[config.mk]
export PLATFORM = sky130hd
export DESIGN_NAME = xlat_buffer
export DESIGN_NICKNAME = d
export VERILOG_FILES = /design/src/rtl/xbuf_pkg.sv /design/src/rtl/xbuf_match.sv /design/src/rtl/xbuf_victim.sv /design/src/rtl/xbuf_store.sv /design/src/rtl/xlat_buffer.sv
export SDC_FILE = /design/constraint.sdc
export NUM_CORES = 1
export LEC_CHECK = 0
export ABC_AREA = 1
export BUFFER_PORTS_ARGS = -buffer_cell sky130_fd_sc_hd__clkbuf_2
export CAP_MARGIN = 20
export CORE_MARGIN = 2
export CORE_UTILIZATION = 62
export DETAILED_ROUTE_END_ITERATION = 8
export GPL_TIMING_DRIVEN = 0
export PLACE_DENSITY = 0.81
export SLEW_MARGIN = 20
export SYNTH_ARGS = -nofsm -noshare
export SYNTH_HDL_FRONTEND = slang
export SYNTH_SLANG_ARGS = --single-unit
[constraint.sdc]
create_clock -name clk -period 7.21 [get_ports clk]
set_clock_uncertainty 0.15 [all_clocks]
set_input_delay 0.721 -clock clk [delete_from_list [all_inputs] [get_ports clk]]
set_output_delay 0.721 -clock clk [all_outputs]
set_load 0.1 [all_outputs]
[src/rtl/xbuf_pkg.sv]
package xbuf_pkg;

  // Per-entry status bits kept beside the tag and frame storage.
  typedef struct packed {
    logic valid;
    logic big;
    logic glob;
    logic acc;
    logic dirty;
  } xbuf_flags_t;

  localparam xbuf_flags_t XBUF_FLAGS_EMPTY = '{valid: 1'b0, big: 1'b0, glob: 1'b0,
                                               acc: 1'b0, dirty: 1'b0};

endpackage

[src/rtl/xbuf_match.sv]
// Compares one stored entry against a query page number. The compare is
// coarse (upper tag only) when either side describes a big page.
module xbuf_match #(
  parameter int VPN_W = 20,
  parameter int TAG_W = 10
) (
  input  logic             ent_valid,
  input  logic             ent_big,
  input  logic [VPN_W-1:0] ent_vpn,
  input  logic [VPN_W-1:0] q_vpn,
  input  logic             q_big,
  output logic             hit
);
  localparam int LO = VPN_W - TAG_W;

  logic coarse_eq;
  logic fine_eq;

  always_comb begin
    coarse_eq = (ent_vpn[VPN_W-1:LO] == q_vpn[VPN_W-1:LO]);
    fine_eq   = (ent_vpn == q_vpn);
    hit       = ent_valid && ((ent_big || q_big) ? coarse_eq : fine_eq);
  end
endmodule

[src/rtl/xbuf_victim.sv]
// Picks the slot a fill writes: lowest free slot, else round-robin pointer.
module xbuf_victim #(
  parameter int ENTRIES = 8,
  localparam int IDX_W = (ENTRIES > 1) ? $clog2(ENTRIES) : 1
) (
  input  logic               clk,
  input  logic               rst,
  input  logic [ENTRIES-1:0] free_mask,
  input  logic               advance,
  output logic [IDX_W-1:0]   idx_o
);
  logic [IDX_W-1:0] rr_q;
  logic             found;

  always_comb begin
    idx_o = rr_q;
    found = 1'b0;
    for (int i = 0; i < ENTRIES; i++) begin
      if (free_mask[i] && !found) begin
        idx_o = IDX_W'(i);
        found = 1'b1;
      end
    end
  end

  always_ff @(posedge clk) begin
    if (rst) begin
      rr_q <= '0;
    end else if (advance && !found) begin
      rr_q <= (rr_q == IDX_W'(ENTRIES - 1)) ? '0 : rr_q + 1'b1;
    end
  end

  // a fill into a full buffer moves the pointer on.
  p_rr_moves_r9: assert property (@(posedge clk) disable iff (rst)
    (advance && (free_mask == '0) && (ENTRIES > 1)) |=> (rr_q != $past(rr_q)));

  // a fill with a free slot leaves the pointer alone.
  p_rr_holds_r9: assert property (@(posedge clk) disable iff (rst)
    (advance && (free_mask != '0)) |=> $stable(rr_q));
endmodule

[src/rtl/xbuf_store.sv]
// Entry storage: status flags with reset, tag/frame arrays without reset.
module xbuf_store
  import xbuf_pkg::*;
#(
  parameter int ENTRIES = 8,
  parameter int VPN_W   = 20,
  parameter int PFN_W   = 20,
  localparam int IDX_W  = (ENTRIES > 1) ? $clog2(ENTRIES) : 1
) (
  input  logic               clk,
  input  logic               rst,
  input  logic               flush_local,
  input  logic               flush_all,
  input  logic               wr_en,
  input  logic [IDX_W-1:0]   wr_idx,
  input  logic [ENTRIES-1:0] clr_mask,
  input  logic [VPN_W-1:0]   wr_vpn,
  input  logic [PFN_W-1:0]   wr_pfn,
  input  logic               wr_big,
  input  logic               wr_glob,
  input  logic               touch_en,
  input  logic [IDX_W-1:0]   touch_idx,
  input  logic               touch_write,
  output xbuf_flags_t        flags_o [ENTRIES],
  output logic [VPN_W-1:0]   vpn_o   [ENTRIES],
  output logic [PFN_W-1:0]   pfn_o   [ENTRIES]
);
  xbuf_flags_t      flags_q [ENTRIES];
  logic [VPN_W-1:0] vpn_q   [ENTRIES];
  logic [PFN_W-1:0] pfn_q   [ENTRIES];
  logic             wr_fire;

  assign wr_fire = wr_en && !flush_local && !flush_all;

  always_ff @(posedge clk) begin
    if (rst) begin
      for (int i = 0; i < ENTRIES; i++) flags_q[i] <= XBUF_FLAGS_EMPTY;
    end else begin
      if (touch_en) begin
        flags_q[touch_idx].acc <= 1'b1;
        if (touch_write) flags_q[touch_idx].dirty <= 1'b1;
      end
      if (flush_all) begin
        for (int i = 0; i < ENTRIES; i++) flags_q[i].valid <= 1'b0;
      end else if (flush_local) begin
        for (int i = 0; i < ENTRIES; i++) begin
          if (!flags_q[i].glob) flags_q[i].valid <= 1'b0;
        end
      end else if (wr_en) begin
        for (int i = 0; i < ENTRIES; i++) begin
          if (clr_mask[i]) flags_q[i].valid <= 1'b0;
        end
        flags_q[wr_idx] <= '{valid: 1'b1, big: wr_big, glob: wr_glob,
                             acc: 1'b0, dirty: 1'b0};
      end
    end
  end

  // Plain write-only arrays, no reset: storage can map onto distributed RAM.
  always_ff @(posedge clk) begin
    if (wr_fire) begin
      vpn_q[wr_idx] <= wr_vpn;
      pfn_q[wr_idx] <= wr_pfn;
    end
  end

  assign flags_o = flags_q;
  assign vpn_o   = vpn_q;
  assign pfn_o   = pfn_q;

  logic [ENTRIES-1:0] valid_vec;
  logic [ENTRIES-1:0] glob_vec;
  always_comb begin
    for (int i = 0; i < ENTRIES; i++) begin
      valid_vec[i] = flags_q[i].valid;
      glob_vec[i]  = flags_q[i].glob;
    end
  end

  // a full flush leaves nothing valid.
  p_flush_all_empty_r7: assert property (@(posedge clk) disable iff (rst)
    flush_all |=> (valid_vec == '0));

  // after a normal flush only global entries may remain.
  p_flush_local_global_r6: assert property (@(posedge clk) disable iff (rst)
    (flush_local && !flush_all) |=> ((valid_vec & ~glob_vec) == '0));

  // a flush with a same-cycle fill adds no entry.
  p_flush_beats_fill_r8: assert property (@(posedge clk) disable iff (rst)
    ((flush_local || flush_all) && wr_en) |=> ($countones(valid_vec) <= $countones($past(valid_vec))));

  // dirty is only ever set together with accessed.
  for (genvar g = 0; g < ENTRIES; g++) begin : g_chk
    p_dirty_has_acc_r5: assert property (@(posedge clk) disable iff (rst)
      flags_q[g].dirty |-> flags_q[g].acc);
  end
endmodule

[src/rtl/xlat_buffer.sv]
// Fully associative translation buffer, small and big pages, global entries.
module xlat_buffer
  import xbuf_pkg::*;
#(
  parameter int VA_W      = 32,
  parameter int PA_W      = 32,
  parameter int SMALL_OFS = 12,
  parameter int BIG_OFS   = 22,
  parameter int ENTRIES   = 8,
  localparam int VPN_W     = VA_W - SMALL_OFS,
  localparam int PFN_W     = PA_W - SMALL_OFS,
  localparam int TAG_W     = VA_W - BIG_OFS,
  localparam int BIG_SHIFT = BIG_OFS - SMALL_OFS,
  localparam int IDX_W     = (ENTRIES > 1) ? $clog2(ENTRIES) : 1
) (
  input  logic             clk,
  input  logic             rst,
  input  logic             lk_req,
  input  logic [VA_W-1:0]  lk_vaddr,
  input  logic             lk_write,
  output logic             lk_hit,
  output logic             lk_miss,
  output logic [PA_W-1:0]  lk_paddr,
  output logic             lk_accessed,
  output logic             lk_dirty,
  input  logic             fill_en,
  input  logic [VPN_W-1:0] fill_vpn,
  input  logic [PFN_W-1:0] fill_pfn,
  input  logic             fill_big,
  input  logic             fill_global,
  input  logic             flush_local,
  input  logic             flush_all
);
  xbuf_flags_t        ent_flags [ENTRIES];
  logic [VPN_W-1:0]   ent_vpn   [ENTRIES];
  logic [PFN_W-1:0]   ent_pfn   [ENTRIES];
  logic [ENTRIES-1:0] lk_match;
  logic [ENTRIES-1:0] ov_match;
  logic [ENTRIES-1:0] free_mask;
  logic [VPN_W-1:0]   lk_vpn;
  logic [IDX_W-1:0]   vict_idx;
  logic [IDX_W-1:0]   sel_idx;
  logic [IDX_W-1:0]   small_idx;
  logic [IDX_W-1:0]   big_idx;
  logic               small_found;
  logic               big_found;
  logic               any_match;
  logic               fill_fire;

  assign lk_vpn    = lk_vaddr[VA_W-1:SMALL_OFS];
  assign fill_fire = fill_en && !flush_local && !flush_all;

  for (genvar g = 0; g < ENTRIES; g++) begin : g_ent
    xbuf_match #(.VPN_W(VPN_W), .TAG_W(TAG_W)) u_lk_match (
      .ent_valid (ent_flags[g].valid),
      .ent_big   (ent_flags[g].big),
      .ent_vpn   (ent_vpn[g]),
      .q_vpn     (lk_vpn),
      .q_big     (1'b0),
      .hit       (lk_match[g])
    );
    xbuf_match #(.VPN_W(VPN_W), .TAG_W(TAG_W)) u_ov_match (
      .ent_valid (ent_flags[g].valid),
      .ent_big   (ent_flags[g].big),
      .ent_vpn   (ent_vpn[g]),
      .q_vpn     (fill_vpn),
      .q_big     (fill_big),
      .hit       (ov_match[g])
    );
    assign free_mask[g] = !ent_flags[g].valid || ov_match[g];
  end

  xbuf_victim #(.ENTRIES(ENTRIES)) u_victim (
    .clk       (clk),
    .rst       (rst),
    .free_mask (free_mask),
    .advance   (fill_fire),
    .idx_o     (vict_idx)
  );

  xbuf_store #(.ENTRIES(ENTRIES), .VPN_W(VPN_W), .PFN_W(PFN_W)) u_store (
    .clk         (clk),
    .rst         (rst),
    .flush_local (flush_local),
    .flush_all   (flush_all),
    .wr_en       (fill_en),
    .wr_idx      (vict_idx),
    .clr_mask    (ov_match),
    .wr_vpn      (fill_vpn),
    .wr_pfn      (fill_pfn),
    .wr_big      (fill_big),
    .wr_glob     (fill_global),
    .touch_en    (lk_hit),
    .touch_idx   (sel_idx),
    .touch_write (lk_write),
    .flags_o     (ent_flags),
    .vpn_o       (ent_vpn),
    .pfn_o       (ent_pfn)
  );

  // Hit select: a small-page match outranks a big-page match.
  always_comb begin
    small_idx   = '0;
    big_idx     = '0;
    small_found = 1'b0;
    big_found   = 1'b0;
    for (int i = 0; i < ENTRIES; i++) begin
      if (lk_match[i] && !ent_flags[i].big && !small_found) begin
        small_idx   = IDX_W'(i);
        small_found = 1'b1;
      end
      if (lk_match[i] && ent_flags[i].big && !big_found) begin
        big_idx   = IDX_W'(i);
        big_found = 1'b1;
      end
    end
    sel_idx   = small_found ? small_idx : big_idx;
    any_match = small_found || big_found;
  end

  always_comb begin
    lk_hit      = lk_req && any_match;
    lk_miss     = lk_req && !any_match;
    lk_paddr    = '0;
    lk_accessed = 1'b0;
    lk_dirty    = 1'b0;
    if (lk_hit) begin
      lk_accessed = ent_flags[sel_idx].acc;
      lk_dirty    = ent_flags[sel_idx].dirty;
      if (ent_flags[sel_idx].big)
        lk_paddr = {ent_pfn[sel_idx][PFN_W-1:BIG_SHIFT], lk_vaddr[BIG_OFS-1:0]};
      else
        lk_paddr = {ent_pfn[sel_idx], lk_vaddr[SMALL_OFS-1:0]};
    end
  end

  // overlap removal on fill keeps every address to a single entry.
  p_single_match_r10: assert property (@(posedge clk) disable iff (rst)
    $onehot0(lk_match));

  // a request gets exactly one answer.
  p_hit_xor_miss_r4: assert property (@(posedge clk) disable iff (rst)
    lk_req |-> (lk_hit != lk_miss));

  // no request, no answer.
  p_idle_quiet_r4: assert property (@(posedge clk) disable iff (rst)
    !lk_req |-> (!lk_hit && !lk_miss));

  // the cycle after reset nothing can hit.
  p_reset_empty_r1: assert property (@(posedge clk)
    $fell(rst) |-> (lk_match == '0));
endmodule

==> flow_summary_export.csv, run 1 <==
group,metric,value,unit
sta,timing.fmax,187,MHz
routing,drc,0,
sta,slew_viol_final,0,
layout,layout-drive-gt1-share,12.6,%
floorplanning,num_rows,64,
placed_design,place_congestion,1.00,
routing,drt_iter0_markers,2548,
clock_network,clock_tree_from_tritoncts,"built",
layout,layout_common_cells,"sky130_fd_sc_hd__nand2_1, sky130_fd_sc_hd__edfxtp_1, sky130_fd_sc_hd__inv_1",
routing,detail-route-antenna-nets,0,
logic_synthesis,synth.avg_cell_area,8.77,um2
layout,fillerInstances,2308,
critical_path,critical_path_arrival,4.48,ns
critical_path,timing.reg2reg.worst_path_depth,18,
clock_network,cts_setup_buffers,0,
power_and_ir_drop,power.density_cell_area,213,nW/um2
critical_path,crit_required,6.34,ns
clock_network,post_cts_resized,0,
logic_synthesis,syn-instance-count,2208,
layout,layout_commonest_cell,"sky130_fd_sc_hd__nand2_1",
sta,setup_violations,0,
global_routing,grt_overflow,0,
routing,wl_per_instance,21.8,um
logic_synthesis,yosys_most_used_dff,"sky130_fd_sc_hd__edfxtp_1",
floorplanning,die_width,181,um
logic_synthesis,synth-async-reset-ratio,0,%
critical_path,timing.critical_path.max_delay_family,"simple AND/OR/NAND/NOR gates",
critical_path,timing.critical_path.to_type,"output port",
logic_synthesis,synth.yosys.warnings,0,
global_routing,largest_net_degree_at_the_start_of_global_routing,44,
logic_synthesis,seq_cells_post_synth,363,
clock_network,ctsHoldBuffers,0,
layout,footprint_of_the_multi_input_gates,7410,um2
floorplanning,num_ports,117,
sta,min_period,5.35,ns
sta,rsz0062_at_grt,"no",
critical_path,r2r-start,"u_store.vpn_o[145]",
floorplanning,floorplan.die_area,32700,um2
clock_network,numCtsBuffers,39,
logic_synthesis,yosys.area.top_type_share,49.6,%
critical_path,maximum_net_fanout_on_the_critical_path,10,
clock_network,clk-insertion-delay-late,0.54,ns
placed_design,numPortBuffers,99,
clock_network,htree_levels,2,
sta,max-slew-margin-rel,40.4,%
run,maxCapViolations,0,
layout,design_area,21800,um2
global_routing,aggregate_global_route_resource_usage,36.8,%
floorplanning,core_region_area,30700,um2
clock_network,cts.path.max_buffers,3,
layout,sequential_cell_area,10500,um2
sta,timing.final.crit_share,74.3,%
min_path,holdPathEnd,"u_store.flags_o[7]",
sta,worst_slew_pin_slew,0.885,ns
placed_design,dpl_worst_slack,2.05,ns
layout,flow.area_growth_from_synthesis,12.8,%
logic_synthesis,synth.yosys.seq_area_share,54.1,%
logic_synthesis,syn-num-nets,2291,
critical_path,r2r_slack,2.96,ns
sta,final_hold_viol_count,0,
critical_path,worstPathCellList,"xnor2_1, nand2_1, nor3_1, nand2_1, nor2_1, inv_1, nand4_1, nor2_1, nand2_1, nand2_1, inv_1, clkbuf_1, nand4_1, nor3_1, clkbuf_2",
sta,postLayoutSetupSlackWorst,1.86,ns
critical_path,critPathLaunchType,"flip-flop",
placed_design,post-dp-hpwl,43.9,mm
run_status,run_status,"finished, final reports clean",
routing,via_count,16651,
logic_synthesis,synth_cell_type_count,48,
critical_path,cp_slowest_stage_delay,0.54,ns
global_routing,grt_antenna_before_repair,0,
min_path,min_path_type,"flip-flop to flip-flop",
critical_path,timing.setup.critical_path_class,"flip-flop to output port",
logic_synthesis,post_synth_edffs,320,
min_path,hold_path.startpoint,"u_store.flags_o[7]",
global_routing,wire_length_of_the_first_global_routing_pass,90.9,mm
floorplanning,die_height,181,um
logic_synthesis,synth.area.top_cells,"sky130_fd_sc_hd__edfxtp_1, sky130_fd_sc_hd__nand2_1, sky130_fd_sc_hd__inv_1",
critical_path,worstReg2RegEnd,"u_store.pfn_o[52]",
critical_path,worst_path_max_delay_cell,"sky130_fd_sc_hd__clkbuf_2",
critical_path,worst_path_most_repeated_cell,"sky130_fd_sc_hd__nand2_1",
clock_network,clock_sink_count,363,
routing,detailedRoute.firstPassIterationCount,6,
layout,final_net_count,2443,
routing,wirelength,60.9,mm
global_routing,first_global_vias,15306,
clock_network,ctsRootBufferMaster,"sky130_fd_sc_hd__clkbuf_16",
critical_path,crit_buf_inv,4,
logic_synthesis,synth_top_area_cell,"sky130_fd_sc_hd__edfxtp_1",
clock_network,path_clk_slew,0.06,ns
power_and_ir_drop,power.static_leakage,9.28,nW
power_and_ir_drop,peakVddDrop,0.000264,V
floorplanning,initial_cell_density_of_the_core,63.1,%
placed_design,placedInstanceArea,20500,um2
min_path,min_path_cells,2,
routing,route.detailed.vias_per_inst,5.98,
logic_synthesis,syn-cell-area,19400,um2
layout,num_antenna_cells,0,
worst max-delay path by stage:
stage | startpoint | end | slack [ns] | depth (start not counted)
finish | u_store.vpn_o[76] | lk_accessed | 1.86 | 15
CTS | u_store.vpn_o[158] | lk_accessed | 2.02 | 15
global placement | fill_vpn[11] | u_store.pfn_o[52] | -2.09 | 13
floorplan | fill_vpn[4] | u_store.pfn_o[40] | 1.43 | 17
global route | u_store.vpn_o[50] | lk_paddr[14] | 1.72 | 15
detailed placement | lk_vaddr[30] | lk_accessed | 2.05 | 17
final cells by class:
cell class	instances	area share (%)
clock buffer	50	4.89
sequential	363	47.9
multi-input combinational	1492	33.9
timing repair buffer	111	2.99
clock inverter	21	1.04
inverter	276	4.80
buffer	77	2.12
tap	396	2.27
cells by family after synthesis:
kind of cell | share of synthesized area, %
fa+ha+maj | 0.129
compound gates | 4.83
xor+xnor | 6.06
flops | 54.1
buf+inv | 7.76
simple gates | 27.1
Yosys cell counts (2+ instances only):
cell type	n
sky130_fd_sc_hd__nand3b_1	28
sky130_fd_sc_hd__edfxtp_1	320
sky130_fd_sc_hd__o22ai_1	29
sky130_fd_sc_hd__nand2_2	4
sky130_fd_sc_hd__nand2_1	601
sky130_fd_sc_hd__nor2_8	2
sky130_fd_sc_hd__nor3b_2	4
sky130_fd_sc_hd__and2_1	2
sky130_fd_sc_hd__buf_2	40
sky130_fd_sc_hd__a211oi_1	5
sky130_fd_sc_hd__clkinv_1	4
sky130_fd_sc_hd__clkbuf_1	8
sky130_fd_sc_hd__nand3_1	151
sky130_fd_sc_hd__inv_1	256
sky130_fd_sc_hd__nor2_1	238
sky130_fd_sc_hd__xnor2_1	81
sky130_fd_sc_hd__o21bai_1	2
sky130_fd_sc_hd__o211ai_1	3
sky130_fd_sc_hd__or2_0	2
sky130_fd_sc_hd__buf_4	25
sky130_fd_sc_hd__buf_6	4
sky130_fd_sc_hd__nand3_2	2
sky130_fd_sc_hd__a21oi_1	39
sky130_fd_sc_hd__or2_2	15
sky130_fd_sc_hd__nor3b_1	4
sky130_fd_sc_hd__ha_1	2
sky130_fd_sc_hd__xor2_1	53
sky130_fd_sc_hd__nor2_4	2
sky130_fd_sc_hd__or2_1	4
sky130_fd_sc_hd__nor2_2	5
sky130_fd_sc_hd__a221oi_1	9
sky130_fd_sc_hd__inv_2	15
sky130_fd_sc_hd__nor4_1	15
sky130_fd_sc_hd__o21ai_0	66
sky130_fd_sc_hd__nand4_1	76
sky130_fd_sc_hd__nor4b_1	2
sky130_fd_sc_hd__nor3_1	31
sky130_fd_sc_hd__dfxtp_1	43
sky130_fd_sc_hd__o21ai_1	7
registers in the layout, summed over array words and instances, names as in the netlist:
name,count
u_victim.rr_q,3
u_store.vpn_o,160
u_store.flags_o,40
u_store.pfn_o,160
metrics by stage:
stage | power, W | std cells | TNS [ns] | utilization (%) | hold WS [ns]
6_report | 0.00465 | 2786 | 0 | 71.2 | 0.305
5_1_grt | 0.00476 | 2786 | 0 | 71.2 | 0.307
4_1_cts | 0.00465 | 2786 | 0 | 71.2 | 0.298
3_3_place_gp | 0.00264 | 2703 | -88.21 | 66.4 | 0.286
2_1_floorplan | 0.00253 | 2208 | 0 | - | 0.270
3_5_place_dp | 0.00265 | 2715 | 0 | 67.0 | 0.292
layer usage:
metal / vias up / routed length, um / GRT usage [%]
met5: - / 0 / 0
li1: 7618 / - / -
met2: 1168 / 26100 / 54.4
met1: 7716 / 25100 / 54.6
met3: 149 / 7480 / 7.14
met4: 0 / 2190 / 13.1
power by group:
group          switching [W]  total [W]  internal, W
combinational       0.000219   0.000313    0.0000933
clock               0.000839    0.00204      0.00120
sequential        0.00000705    0.00230      0.00230
worst reg2reg max path: stages (launching register included):
cell and delay, ns:
sky130_fd_sc_hd__edfxtp_1 0.50, sky130_fd_sc_hd__xnor2_1 0.22, sky130_fd_sc_hd__nand2_1 0.08, sky130_fd_sc_hd__nor3_1 0.39
sky130_fd_sc_hd__nand3_1 0.18, sky130_fd_sc_hd__nand3_1 0.19, sky130_fd_sc_hd__nand2_1 0.11, sky130_fd_sc_hd__nand2_1 0.14
sky130_fd_sc_hd__nor2_2 0.07, sky130_fd_sc_hd__nand3b_1 0.09, sky130_fd_sc_hd__nor2_1 0.09, sky130_fd_sc_hd__o21ai_1 0.10
sky130_fd_sc_hd__nand2_1 0.10, sky130_fd_sc_hd__nor2_1 0.23, sky130_fd_sc_hd__nand2_1 0.15, sky130_fd_sc_hd__nor3_2 0.50
sky130_fd_sc_hd__buf_6 0.24, sky130_fd_sc_hd__buf_4 0.21, sky130_fd_sc_hd__buf_4 0.23
Note: power is estimated with default switching activity, not from simulation.
==> run 2, diff against run 1 <==
==> constraint.sdc (replaced) <==
create_clock -name clk -period 5.47 [get_ports clk]
set_clock_uncertainty 0.15 [all_clocks]
set_input_delay 0.547 -clock clk [delete_from_list [all_inputs] [get_ports clk]]
set_output_delay 0.547 -clock clk [all_outputs]
set_load 0.1 [all_outputs]
==> flow_summary_export.csv, run 2 (synthesized netlist as in run 1, its figures left out) <==
group,metric,value,unit
critical_path,crit_buf_inv,4,
layout,layout_common_cells,"sky130_fd_sc_hd__nand2_1, sky130_fd_sc_hd__edfxtp_1, sky130_fd_sc_hd__inv_1",
routing,wirelength,62.9,mm
clock_network,clock_tree_from_tritoncts,"built",
global_routing,aggregate_global_route_resource_usage,38.2,%
critical_path,timing.critical_path.to_type,"output port",
placed_design,post-dp-hpwl,44.3,mm
min_path,min_path_type,"input pin to flip-flop",
clock_network,clk-insertion-delay-late,0.54,ns
clock_network,ctsHoldBuffers,0,
power_and_ir_drop,power.combinational.fraction,6.8,%
sta,fin_setup_tns,0,ns
global_routing,met2_usage,58.1,%
critical_path,crit_required,4.77,ns
power_and_ir_drop,share_seq_of_total_power,48.8,%
sta,slew_viol_final,0,
global_routing,met3_capacity_usage_during_global_routing,9.23,%
clock_network,post_cts_resized,0,
layout,final_net_count,2441,
sta,min_period,5.17,ns
layout,design_area,21900,um2
sta,worst_slew_pin_slew,0.854,ns
sta,final_hold_viol_count,0,
sta,timing.fmax,194,MHz
critical_path,timing.setup.critical_path_class,"flip-flop to output port",
layout,layout_commonest_cell,"sky130_fd_sc_hd__nand2_1",
layout,num_antenna_cells,0,
floorplanning,core_region_area,30700,um2
clock_network,clock_sink_count,363,
global_routing,first_global_vias,15948,
layout,flow.area_growth_from_synthesis,13.2,%
floorplanning,initial_cell_density_of_the_core,63.1,%
routing,route.detailed.vias_per_inst,6.03,
clock_network,htree_levels,2,
global_routing,top_usage_layer,"met2",
layout,fillerInstances,2283,
clock_network,cts_setup_buffers,0,
sta,postLayoutSetupSlackWorst,0.304,ns
global_routing,grt_antenna_before_repair,0,
routing,detailedRoute.firstPassIterationCount,6,
layout,layout-drive-gt1-share,12.5,%
floorplanning,die_width,181,um
run_status,run_status,"finished, final reports clean",
global_routing,met1_demand_to_capacity_share_in_global_routing,54.2,%
floorplanning,floorplan.die_area,32700,um2
global_routing,wire_length_of_the_first_global_routing_pass,93.6,mm
floorplanning,num_rows,64,
placed_design,placedInstanceArea,20600,um2
critical_path,timing.critical_path.max_delay_family,"simple AND/OR/NAND/NOR gates",
power_and_ir_drop,power.density_cell_area,284,nW/um2
clock_network,cts.path.max_buffers,3,
global_routing,grt_overflow,0,
critical_path,critical_path_arrival,4.47,ns
floorplanning,num_ports,117,
floorplanning,die_height,181,um
placed_design,numPortBuffers,99,
power_and_ir_drop,power.share.clock,44.5,%
run,maxCapViolations,0,
sta,rsz0062_at_grt,"no",
routing,via_count,16765,
clock_network,ctsRootBufferMaster,"sky130_fd_sc_hd__clkbuf_16",
critical_path,maximum_net_fanout_on_the_critical_path,10,
power_and_ir_drop,switchingPower,0.00143,W
power_and_ir_drop,peakVddDrop,0.000458,V
critical_path,worst_path_max_delay_cell,"sky130_fd_sc_hd__clkbuf_2",
placed_design,place_congestion,0.980,
critical_path,cp_slowest_stage_delay,0.53,ns
power_and_ir_drop,power.static_leakage,9.29,nW
critical_path,worstPathCellList,"xnor2_1, nand2_1, nor3_1, nand2_1, nor2_1, inv_1, nand4_1, nor2_1, nand2_1, nand2_1, inv_1, clkbuf_1, nand4_1, nor3_1, clkbuf_2",
sta,max-slew-margin-rel,42.5,%
critical_path,worst_path_most_repeated_cell,"sky130_fd_sc_hd__nand2_1",
clock_network,numCtsBuffers,39,
sta,timing.final.crit_share,94.4,%
clock_network,path_clk_slew,0.06,ns
sta,setup_violations,0,
critical_path,critPathLaunchType,"flip-flop",
placed_design,dpl_worst_slack,0.549,ns
power_and_ir_drop,finalPower,0.00622,W
routing,detail-route-antenna-nets,0,
routing,drt_iter0_markers,2447,
global_routing,largest_net_degree_at_the_start_of_global_routing,44,
power_and_ir_drop,power.share.switching,23.0,%
routing,drc,0,
power_and_ir_drop,intPower,0.00479,W
layout,sequential_cell_area,10500,um2
routing,wl_per_instance,22.6,um
layout,footprint_of_the_multi_input_gates,7420,um2
[run 2: worst paths after layout]
path                            depth (start not counted)           startpoint  slack (ns)                   to
worst max-delay path                                   15    u_store.vpn_o[70]        0.30          lk_accessed
worst max register to register                         16    u_store.vpn_o[45]        1.10    u_store.pfn_o[47]
worst min register to register                          2  u_store.flags_o[25]        0.30  u_store.flags_o[25]
worst min-delay path                                    1         fill_pfn[12]        0.12    u_store.pfn_o[12]
[run 2: through the flow]
stage / hold WS, ns / utilization (%) / instances
after floorplan: 0.270 / - / 2208
after global placement: 0.286 / 66.4 / 2703
after detailed placement: 0.291 / 67.1 / 2713
after CTS: 0.108 / 71.4 / 2782
after global routing: 0.133 / 71.4 / 2782
final: 0.125 / 71.4 / 2782
[run 2: layout make-up]
class	count	share of cell area [%]
multi-input combinational	1492	33.9
clock inverter	22	1.22
clock buffer	47	4.88
timing repair buffer	109	3.07
tap	396	2.26
inverter	276	4.79
buffer	77	2.11
sequential	363	47.8
[run 2: power groups by stage]
stage | combinational [W] | clock (W) | sequential [W]
finish | 0.000422 | 0.00277 | 0.00303
global route | 0.000452 | 0.00287 | 0.00303
CTS | 0.000406 | 0.00277 | 0.00303
detailed placement | 0.000404 | 0 | 0.00309
global placement | 0.000397 | 0 | 0.00309
floorplan | 0.000239 | 0 | 0.00309
[run 2: per-layer routing]
layer	share of wire, %	wire, um	up-vias
li1	-	-	7618
met1	40	25300	7806
met2	43	27300	1189
met3	13	8150	152
met4	3.4	2130	0
met5	0	0	-
